### config.mk
export PLATFORM = sky130hd
export DESIGN_NAME = cpr_regfile
export DESIGN_NICKNAME = d
export VERILOG_FILES = /design/src/rtl/cpr_pkg.sv /design/src/rtl/cpr_locate.sv /design/src/rtl/cpr_merge.sv /design/src/rtl/cpr_regfile.sv
export SDC_FILE = /design/constraint.sdc
export NUM_CORES = 2
export LEC_CHECK = 0
export BUFFER_PORTS_ARGS = -buffer_cell sky130_fd_sc_hd__buf_4
export CORE_MARGIN = 4
export CORE_UTILIZATION = 45
export DETAILED_ROUTE_END_ITERATION = 8
export SETUP_SLACK_MARGIN = 0.15
export SYNTH_ARGS = -nofsm -noshare
export SYNTH_HDL_FRONTEND = slang
export SYNTH_HIERARCHICAL = 1
export SYNTH_SLANG_ARGS = --single-unit
### constraint.sdc
create_clock -name clk -period 9.25 [get_ports clk]
set_clock_uncertainty 0.05 [all_clocks]
set_input_delay 1.85 -clock clk [delete_from_list [all_inputs] [get_ports clk]]
set_output_delay 1.85 -clock clk [all_outputs]
set_load 0.01 [all_outputs]
### src/rtl/cpr_pkg.sv
`timescale 1ns/1ps
package cpr_pkg;

    localparam int XLEN = 32;

    // Class of each implemented register.
    typedef enum logic [1:0] {K_NONE, K_SHARED, K_VPE, K_TC} kind_e;

    typedef struct packed {
        kind_e      kind;
        logic [4:0] slot;
    } regmap_t;

    // Shared register slots.
    localparam int SH_TLB_IDX    = 0;
    localparam int SH_CORE_CFG   = 1;
    localparam int SH_RAND       = 2;
    localparam int SH_PTE0       = 3;
    localparam int SH_PTE1       = 4;
    localparam int SH_PTE_CTX    = 5;
    localparam int SH_PGSIZE     = 6;
    localparam int SH_PGGRAIN    = 7;
    localparam int SH_FAULT_VA   = 8;
    localparam int SH_IRQ_CTL    = 9;
    localparam int SH_SHADOW_CTL = 10;
    localparam int SH_TRAP_CAUSE = 11;
    localparam int SH_CPU_ID     = 12;
    localparam int SH_CFG0       = 13;
    localparam int SH_CFG1       = 14;
    localparam int SH_CFG2       = 15;
    localparam int SH_CFG3       = 16;
    localparam int N_SH          = 17;

    // Per-virtual-processor register slots.
    localparam int VR_CTRL     = 0;
    localparam int VR_CFG      = 1;
    localparam int VR_VEC_BASE = 2;
    localparam int N_VR        = 3;

    // Per-thread register slots.
    localparam int TR_MODE      = 0;
    localparam int TR_STATE     = 1;
    localparam int TR_BIND      = 2;
    localparam int TR_HALT      = 3;
    localparam int TR_LINK_ADDR = 4;
    localparam int N_TR         = 5;

    // Flat index = number*8 + select.
    function automatic regmap_t lookup(input logic [7:0] idx);
        regmap_t m;
        m = '{kind: K_NONE, slot: 5'd0};
        case (idx)
            8'd0:   m = '{K_SHARED, 5'(SH_TLB_IDX)};
            8'd2:   m = '{K_SHARED, 5'(SH_CORE_CFG)};
            8'd8:   m = '{K_SHARED, 5'(SH_RAND)};
            8'd9:   m = '{K_VPE,    5'(VR_CTRL)};
            8'd10:  m = '{K_VPE,    5'(VR_CFG)};
            8'd16:  m = '{K_SHARED, 5'(SH_PTE0)};
            8'd17:  m = '{K_TC,     5'(TR_STATE)};
            8'd18:  m = '{K_TC,     5'(TR_BIND)};
            8'd20:  m = '{K_TC,     5'(TR_HALT)};
            8'd24:  m = '{K_SHARED, 5'(SH_PTE1)};
            8'd32:  m = '{K_SHARED, 5'(SH_PTE_CTX)};
            8'd40:  m = '{K_SHARED, 5'(SH_PGSIZE)};
            8'd41:  m = '{K_SHARED, 5'(SH_PGGRAIN)};
            8'd64:  m = '{K_SHARED, 5'(SH_FAULT_VA)};
            8'd96:  m = '{K_TC,     5'(TR_MODE)};
            8'd97:  m = '{K_SHARED, 5'(SH_IRQ_CTL)};
            8'd98:  m = '{K_SHARED, 5'(SH_SHADOW_CTL)};
            8'd104: m = '{K_SHARED, 5'(SH_TRAP_CAUSE)};
            8'd120: m = '{K_SHARED, 5'(SH_CPU_ID)};
            8'd121: m = '{K_VPE,    5'(VR_VEC_BASE)};
            8'd128: m = '{K_SHARED, 5'(SH_CFG0)};
            8'd129: m = '{K_SHARED, 5'(SH_CFG1)};
            8'd130: m = '{K_SHARED, 5'(SH_CFG2)};
            8'd131: m = '{K_SHARED, 5'(SH_CFG3)};
            8'd136: m = '{K_TC,     5'(TR_LINK_ADDR)};
            default: m = '{K_NONE, 5'd0};
        endcase
        return m;
    endfunction

    function automatic logic [XLEN-1:0] shared_rst_val(input int slot, input int nt, input int nv);
        logic [XLEN-1:0] v;
        v = '0;
        if (slot == SH_CORE_CFG) begin
            v[15]    = 1'b1;
            v[13:10] = 4'(nv - 1);
            v[7:0]   = 8'(nt - 1);
        end else if (slot == SH_RAND) begin
            v = 32'd63;
        end
        return v;
    endfunction

    function automatic logic [XLEN-1:0] shared_rst_mask(input int slot);
        case (slot)
            SH_TLB_IDX:    return 32'h7FFF_FFFF;
            SH_PTE0:       return 32'h3FFF_FFFF;
            SH_PTE1:       return 32'h3FFF_FFFF;
            SH_PTE_CTX:    return 32'hFF80_0000;
            SH_PGSIZE:     return 32'h1FFF_F800;
            SH_PGGRAIN:    return 32'h1000_0000;
            SH_IRQ_CTL:    return 32'h0000_03E0;
            SH_SHADOW_CTL: return 32'h0000_F3C0;
            SH_TRAP_CAUSE: return 32'h08C0_0300;
            SH_CFG0:       return 32'h7FFF_0007;
            SH_CFG2:       return 32'h7000_F000;
            SH_CPU_ID, SH_CFG1, SH_CFG3, SH_RAND, SH_FAULT_VA: return 32'h0;
            default:       return 32'hFFFF_FFFF;
        endcase
    endfunction

    function automatic logic [XLEN-1:0] vpe_rst_val(input int slot);
        if (slot == VR_CFG)      return 32'h0000_0002;
        if (slot == VR_VEC_BASE) return 32'h8000_0000;
        return 32'h0;
    endfunction

    function automatic logic [XLEN-1:0] vpe_rst_mask(input int slot);
        if (slot == VR_VEC_BASE) return 32'h3FFF_F000;
        return 32'hFFFF_FFFF;
    endfunction

    function automatic logic [XLEN-1:0] tc_rst_val(input int slot, input int tid);
        logic [XLEN-1:0] v;
        v = '0;
        if (slot == TR_MODE) begin
            v[2]  = 1'b1;
            v[22] = 1'b1;
        end else if (slot == TR_STATE) begin
            if (tid == 0) v[13] = 1'b1;
            else          v[15] = 1'b1;
        end else if (slot == TR_BIND) begin
            v[28:21] = 8'(tid);
        end
        return v;
    endfunction

    function automatic logic [XLEN-1:0] tc_rst_mask(input int slot);
        if (slot == TR_MODE)      return 32'hFF78_FF17;
        if (slot == TR_LINK_ADDR) return 32'h0;
        return 32'hFFFF_FFFF;
    endfunction

endpackage

### src/rtl/cpr_locate.sv
`timescale 1ns/1ps
module cpr_locate #(
    parameter int NT    = 2,
    parameter int NV    = 2,
    parameter int TID_W = 1,
    parameter int EW    = 6
) (
    input  logic [4:0]          num,
    input  logic [2:0]          sel,
    input  logic [TID_W-1:0]    tid,
    input  logic [NT-1:0][3:0]  bind_vpe,
    output logic                hit,
    output logic [EW-1:0]       entry
);
    import cpr_pkg::*;

    localparam int VPE_BASE = N_SH;
    localparam int TC_BASE  = N_SH + N_VR * NV;

    regmap_t    map;
    logic       tid_ok;
    logic [3:0] vpe;
    logic       vbank_ok;
    int         vbank;

    assign map    = lookup({num, sel});
    assign tid_ok = int'(tid) < NT;
    assign vpe    = tid_ok ? bind_vpe[tid] : 4'd0;

    generate
        if (NV == 1) begin : g_single_vpe
            assign vbank_ok = 1'b1;
            assign vbank    = 0;
        end else begin : g_multi_vpe
            assign vbank_ok = int'(vpe) < NV;
            assign vbank    = int'(vpe);
        end
    endgenerate

    always_comb begin
        hit   = 1'b0;
        entry = '0;
        case (map.kind)
            K_SHARED: begin
                hit   = 1'b1;
                entry = EW'(int'(map.slot));
            end
            K_VPE: begin
                hit   = tid_ok && vbank_ok;
                entry = EW'(VPE_BASE + int'(map.slot) * NV + vbank);
            end
            K_TC: begin
                hit   = tid_ok;
                entry = EW'(TC_BASE + int'(map.slot) * NT + int'(tid));
            end
            default: begin
                hit   = 1'b0;
                entry = '0;
            end
        endcase
    end
endmodule

### src/rtl/cpr_merge.sv
`timescale 1ns/1ps
module cpr_merge #(
    parameter int DW = 32
) (
    input  logic [DW-1:0] cur,
    input  logic [DW-1:0] wdata,
    input  logic [DW-1:0] mask,
    output logic [DW-1:0] merged
);
    // Writable bits come from the new data, locked bits keep the old value.
    assign merged = (wdata & mask) | (cur & ~mask);
endmodule

### src/rtl/cpr_regfile.sv
`timescale 1ns/1ps
module cpr_regfile #(
    parameter int NUM_THREADS = 2,
    parameter int NUM_VPES    = 2,
    parameter int TID_W       = (NUM_THREADS > 1) ? $clog2(NUM_THREADS) : 1
) (
    input  logic                     clk,
    input  logic                     rst_n,
    input  logic [TID_W-1:0]         rd_tid,
    input  logic [4:0]               rd_num,
    input  logic [2:0]               rd_sel,
    output logic [cpr_pkg::XLEN-1:0] rd_data,
    output logic [cpr_pkg::XLEN-1:0] rd_mask,
    input  logic                     sw_we,
    input  logic [TID_W-1:0]         sw_tid,
    input  logic [4:0]               sw_num,
    input  logic [2:0]               sw_sel,
    input  logic [cpr_pkg::XLEN-1:0] sw_wdata,
    input  logic                     raw_we,
    input  logic                     raw_mask_we,
    input  logic [TID_W-1:0]         raw_tid,
    input  logic [4:0]               raw_num,
    input  logic [2:0]               raw_sel,
    input  logic [cpr_pkg::XLEN-1:0] raw_wdata,
    input  logic [cpr_pkg::XLEN-1:0] raw_wmask
);
    import cpr_pkg::*;

    localparam int N_E      = N_SH + N_VR * NUM_VPES + N_TR * NUM_THREADS;
    localparam int EW       = $clog2(N_E);
    localparam int VPE_BASE = N_SH;
    localparam int TC_BASE  = N_SH + N_VR * NUM_VPES;
    localparam int N_PORTS  = 3; // 0: read, 1: software write, 2: raw access

    typedef struct packed {
        logic [N_E-1:0][XLEN-1:0] val;
        logic [N_E-1:0][XLEN-1:0] mask;
    } state_t;

    function automatic state_t init_state();
        state_t s;
        s = '0;
        for (int i = 0; i < N_SH; i++) begin
            s.val[i]  = shared_rst_val(i, NUM_THREADS, NUM_VPES);
            s.mask[i] = shared_rst_mask(i);
        end
        for (int v = 0; v < N_VR; v++) begin
            for (int b = 0; b < NUM_VPES; b++) begin
                s.val[VPE_BASE + v * NUM_VPES + b]  = vpe_rst_val(v);
                s.mask[VPE_BASE + v * NUM_VPES + b] = vpe_rst_mask(v);
            end
        end
        for (int t = 0; t < N_TR; t++) begin
            for (int b = 0; b < NUM_THREADS; b++) begin
                s.val[TC_BASE + t * NUM_THREADS + b]  = tc_rst_val(t, b);
                s.mask[TC_BASE + t * NUM_THREADS + b] = tc_rst_mask(t);
            end
        end
        return s;
    endfunction

    localparam state_t RST_ST = init_state();

    state_t st_d, st_q;

    logic [N_PORTS-1:0][4:0]       loc_num;
    logic [N_PORTS-1:0][2:0]       loc_sel;
    logic [N_PORTS-1:0][TID_W-1:0] loc_tid;
    logic [N_PORTS-1:0]            loc_hit;
    logic [N_PORTS-1:0][EW-1:0]    loc_ent;
    logic [NUM_THREADS-1:0][3:0]   bind_vpe;
    logic [XLEN-1:0]               sw_merged;

    assign loc_num = {raw_num, sw_num, rd_num};
    assign loc_sel = {raw_sel, sw_sel, rd_sel};
    assign loc_tid = {raw_tid, sw_tid, rd_tid};

    // Bank number of each thread comes from its own binding register.
    generate
        for (genvar t = 0; t < NUM_THREADS; t++) begin : g_bind
            assign bind_vpe[t] = st_q.val[TC_BASE + TR_BIND * NUM_THREADS + t][3:0];
        end
        for (genvar p = 0; p < N_PORTS; p++) begin : g_loc
            cpr_locate #(
                .NT    (NUM_THREADS),
                .NV    (NUM_VPES),
                .TID_W (TID_W),
                .EW    (EW)
            ) loc_i (
                .num      (loc_num[p]),
                .sel      (loc_sel[p]),
                .tid      (loc_tid[p]),
                .bind_vpe (bind_vpe),
                .hit      (loc_hit[p]),
                .entry    (loc_ent[p])
            );
        end
    endgenerate

    cpr_merge #(.DW(XLEN)) merge_i (
        .cur    (st_q.val[loc_ent[1]]),
        .wdata  (sw_wdata),
        .mask   (st_q.mask[loc_ent[1]]),
        .merged (sw_merged)
    );

    always_comb begin
        st_d = st_q;
        if (sw_we && loc_hit[1]) begin
            st_d.val[loc_ent[1]] = sw_merged;
        end
        // The privileged port is applied last so it wins a collision.
        if (raw_we && loc_hit[2]) begin
            st_d.val[loc_ent[2]] = raw_wdata;
        end
        if (raw_mask_we && loc_hit[2]) begin
            st_d.mask[loc_ent[2]] = raw_wmask;
        end
    end

    always_ff @(posedge clk or negedge rst_n) begin
        if (!rst_n) begin
            st_q <= RST_ST;
        end else begin
            st_q <= st_d;
        end
    end

    assign rd_data = loc_hit[0] ? st_q.val[loc_ent[0]]  : '0;
    assign rd_mask = loc_hit[0] ? st_q.mask[loc_ent[0]] : '0;

endmodule

==> impl_metrics.yaml <==
drt:
  route.vias.total: 97980
  post-route-drc-count: 0
  drt-initial-drc-count: 13880
  drt_wl_total_mm: 497.3
  first_pass_iters: 7
  detail-route-antenna-nets: 0
  vias_per_cell: 7.028
  wl_per_cell_um: 35.67
cells_and_area:
  n_fill_cell: 23170
  final_util_pct: 50.05
  stdcell_count: 13940
  drive_gt1_share_pct: 28.95
  fin_area_mm2: 0.1341
  seq_area_mm2: 0.05362
  final_common_cell: "dfrtp_1"
  nets: 10310
  mostFrequentLayoutCells: "dfrtp_1 (1,494), mux2i_1 (1,210), a22oi_1 (1,155), nand2_1 (798), mux2_2 (755)"
  area_growth_pct: 10.77
  multi_input_area_mm2: 0.06288
sta:
  slew_headroom_pct: 4.749
  finalCritPeriodShare_pct: 94.58
  min_period_ns: 8.749
  fmax_mhz: 114.3
  hold_violations: 0
  drv_slew: 0
  finalSetupViolCount: 0
  worst_slew_pin_slew_ns: 1.429
  rsz0062_at_grt: "no"
  setup-tns-final_ns: 0
worst_setup_path:
  critPathRequiredTime_ns: 7.35
  cp_max_fo: 20
  arrival_ns: 6.85
  start_kind: "input port"
  endpoint_kind: "output pin"
  path_class: "input port to output pin"
clocking:
  cts_max_path_buffers: 4
  cts_setup_buffers: 0
  cts_resized: 0
  clk_latency_ns: 0.94
  cts_root_buf: "clkbuf_16"
  cts_made_buffers: 234
  cts_hold_buffers: 0
  tritoncts: "yes"
  clock-sinks: 2112
  clk_pin_slew_worst_paths_ns: 0.06
  htree_levels: 4
logic_synthesis:
  netlist_area_mm2: 0.1210
  ys_seq_area_share_pct: 44.30
  synth_cell_types: 82
  synth.yosys.warnings: 6
  avgSynthCellArea_um2: 11.36
  syn_nets: 10800
  synth-edff-count: 0
  ys_async_sr_fraction_pct: 100.0
  synthCells: 10660
  synth-seq-cells: 2112
  ys.flop_type: "dfrtp_1"
place:
  dp_cells: 13480
  gp_congestion: 0.8965
  port_buffers: 191
  dp_hpwl_mm: 282.9
  dpl_cell_area_mm2: 0.1260
run_status:
  outcome: "completed"
die:
  num_rows: 190
  initial_core_util_pct: 45.18
  die_h_um: 526.6
  fp.dieW_um: 526.6
  die_area_mm2: 0.2774
  core_mm2: 0.2679
  io_pins: 192
power:
  ir_drop_uv: 162.0
  power_density_mw_per_mm2: 175.2
  power_mw: 23.49
  leakage_nw: 53.78
grt:
  grtUsageTotal_pct: 34.64
  grt_pass1_vias: 96380
  grt_max_degree: 183
  grt_antenna_before_repair: 38
  grt_overflow: 0
  grt_pass1_wl_mm: 707.5
flow_run:
  cap_violations: 0
min_path:
  worstHoldPathType: "flop to flop"
[critical path: stages]
cell and delay (ns):
buf_4 0.20, or3b_1 0.36, a2111oi_0 0.42, nor3_1 0.11, nand4_1 0.32, ha_1 0.31, inv_1 0.05, o21bai_1 0.07
a21oi_1 0.29, xnor2_1 0.11, a221o_1 0.37, buf_4 0.28, inv_1 0.46, nand2b_1 0.56, o21ai_0 0.80, buf_4 0.24
[per-stage QoR]
stage / setup WS, ns / hold slack [ns]
floorplan: 1.703 / 0.4257
global placement: 0.5289 / 0.4382
detailed placement: 0.6191 / 0.4496
CTS: 0.6075 / 0.4627
global route: 0.3916 / 0.4756
finish: 0.5012 / 0.4645
[sequential cells by signal (all words and copies together) (netlist names)]
signal	cells
bind_vpe	8
st_q	2104
[final timing paths]
check | cells past startpoint | to | start | slack, ns
max reg2reg | 15 | st_q[1998]$_DFF_PN0_ | bind_vpe[5]$_DFF_PN0_ | 2.84
max in group asynchronous | 3 | st_q[1774]$_DFF_PN0_ | rst_n | 5.87
min in group asynchronous | 1 | st_q[1849]$_DFF_PN0_ | rst_n | 0.87
min reg2reg | 1 | st_q[676]$_DFFE_PN0P_ | st_q[676]$_DFFE_PN0P_ | 0.46
max | 16 | rd_mask[1] | rd_num[1] | 0.50
min | 1 | st_q[676]$_DFFE_PN0P_ | st_q[676]$_DFFE_PN0P_ | 0.46
[routing by layer]
| metal | track usage, % | part of all wire, % |
|---|---|---|
| met2 | 51.08 | 43 |
| met5 | 0 | 0.021 |
| met3 | 10.39 | 12 |
| met1 | 44.70 | 37 |
| met4 | 21.55 | 7.1 |
[cells by family (layout without fill, tap and decap cells)]
family                   after synthesis  after routing  synth area share (%)
XOR/XNOR                              18             18                0.1303
adder cells (fa/ha/maj)               15             15                0.1737
other                                  0             23                     0
multiplexers                        2862           2862                 30.55
buffers and inverters               1286            996                 4.491
AO/OA/AOI/OAI                       2509           2509                 13.36
AND/OR/NAND/NOR                     1854           1854                 6.989
flip-flops                          2112           2112                 44.30
[final cells by class]
cell class              instances  share of cell area (%)
diodes                         23                 0.04292
clock buffers                 364                   5.227
clock inverters                76                  0.7419
inverters                      33                 0.09798
multi-input cells            7258                   46.89
flip-flops and latches       2112                   39.99
well taps                    3552                   3.315
repair buffers                523                   3.690
[synthesized netlist by cell type, drive strengths merged, types with 21 or more instances]
cell       n  area [um^2]
a22oi   1155         8671
nand3b    24        180.2
inv       33        123.9
a211oi    21        157.7
o22ai     66        412.9
a21oi    432         2162
nor3      35        235.2
o21ai    695         3490
nor2b     42        285.3
nand2    818         3070
nand4    264         1652
nand3     79        395.4
mux4     546        12300
dfrtp   1494        37390
buf      394         2053
dfstp    618        16240
mux2    1106        12570
mux2i   1210        12110
a221o     54        540.5
nor2     490         1839
clkbuf   859         3259
[power breakdown]
| part | total, mW | internal (mW) | switching, mW |
|---|---|---|---|
| Combinational | 3.75 | 1.30 | 2.45 |
| Clock | 9.84 | 5.75 | 4.09 |
| Sequential | 9.90 | 9.62 | 0.276 |
| Total | 23.5 | 16.7 | 6.81 |
Note: power is estimated with default switching activity, not from simulation.
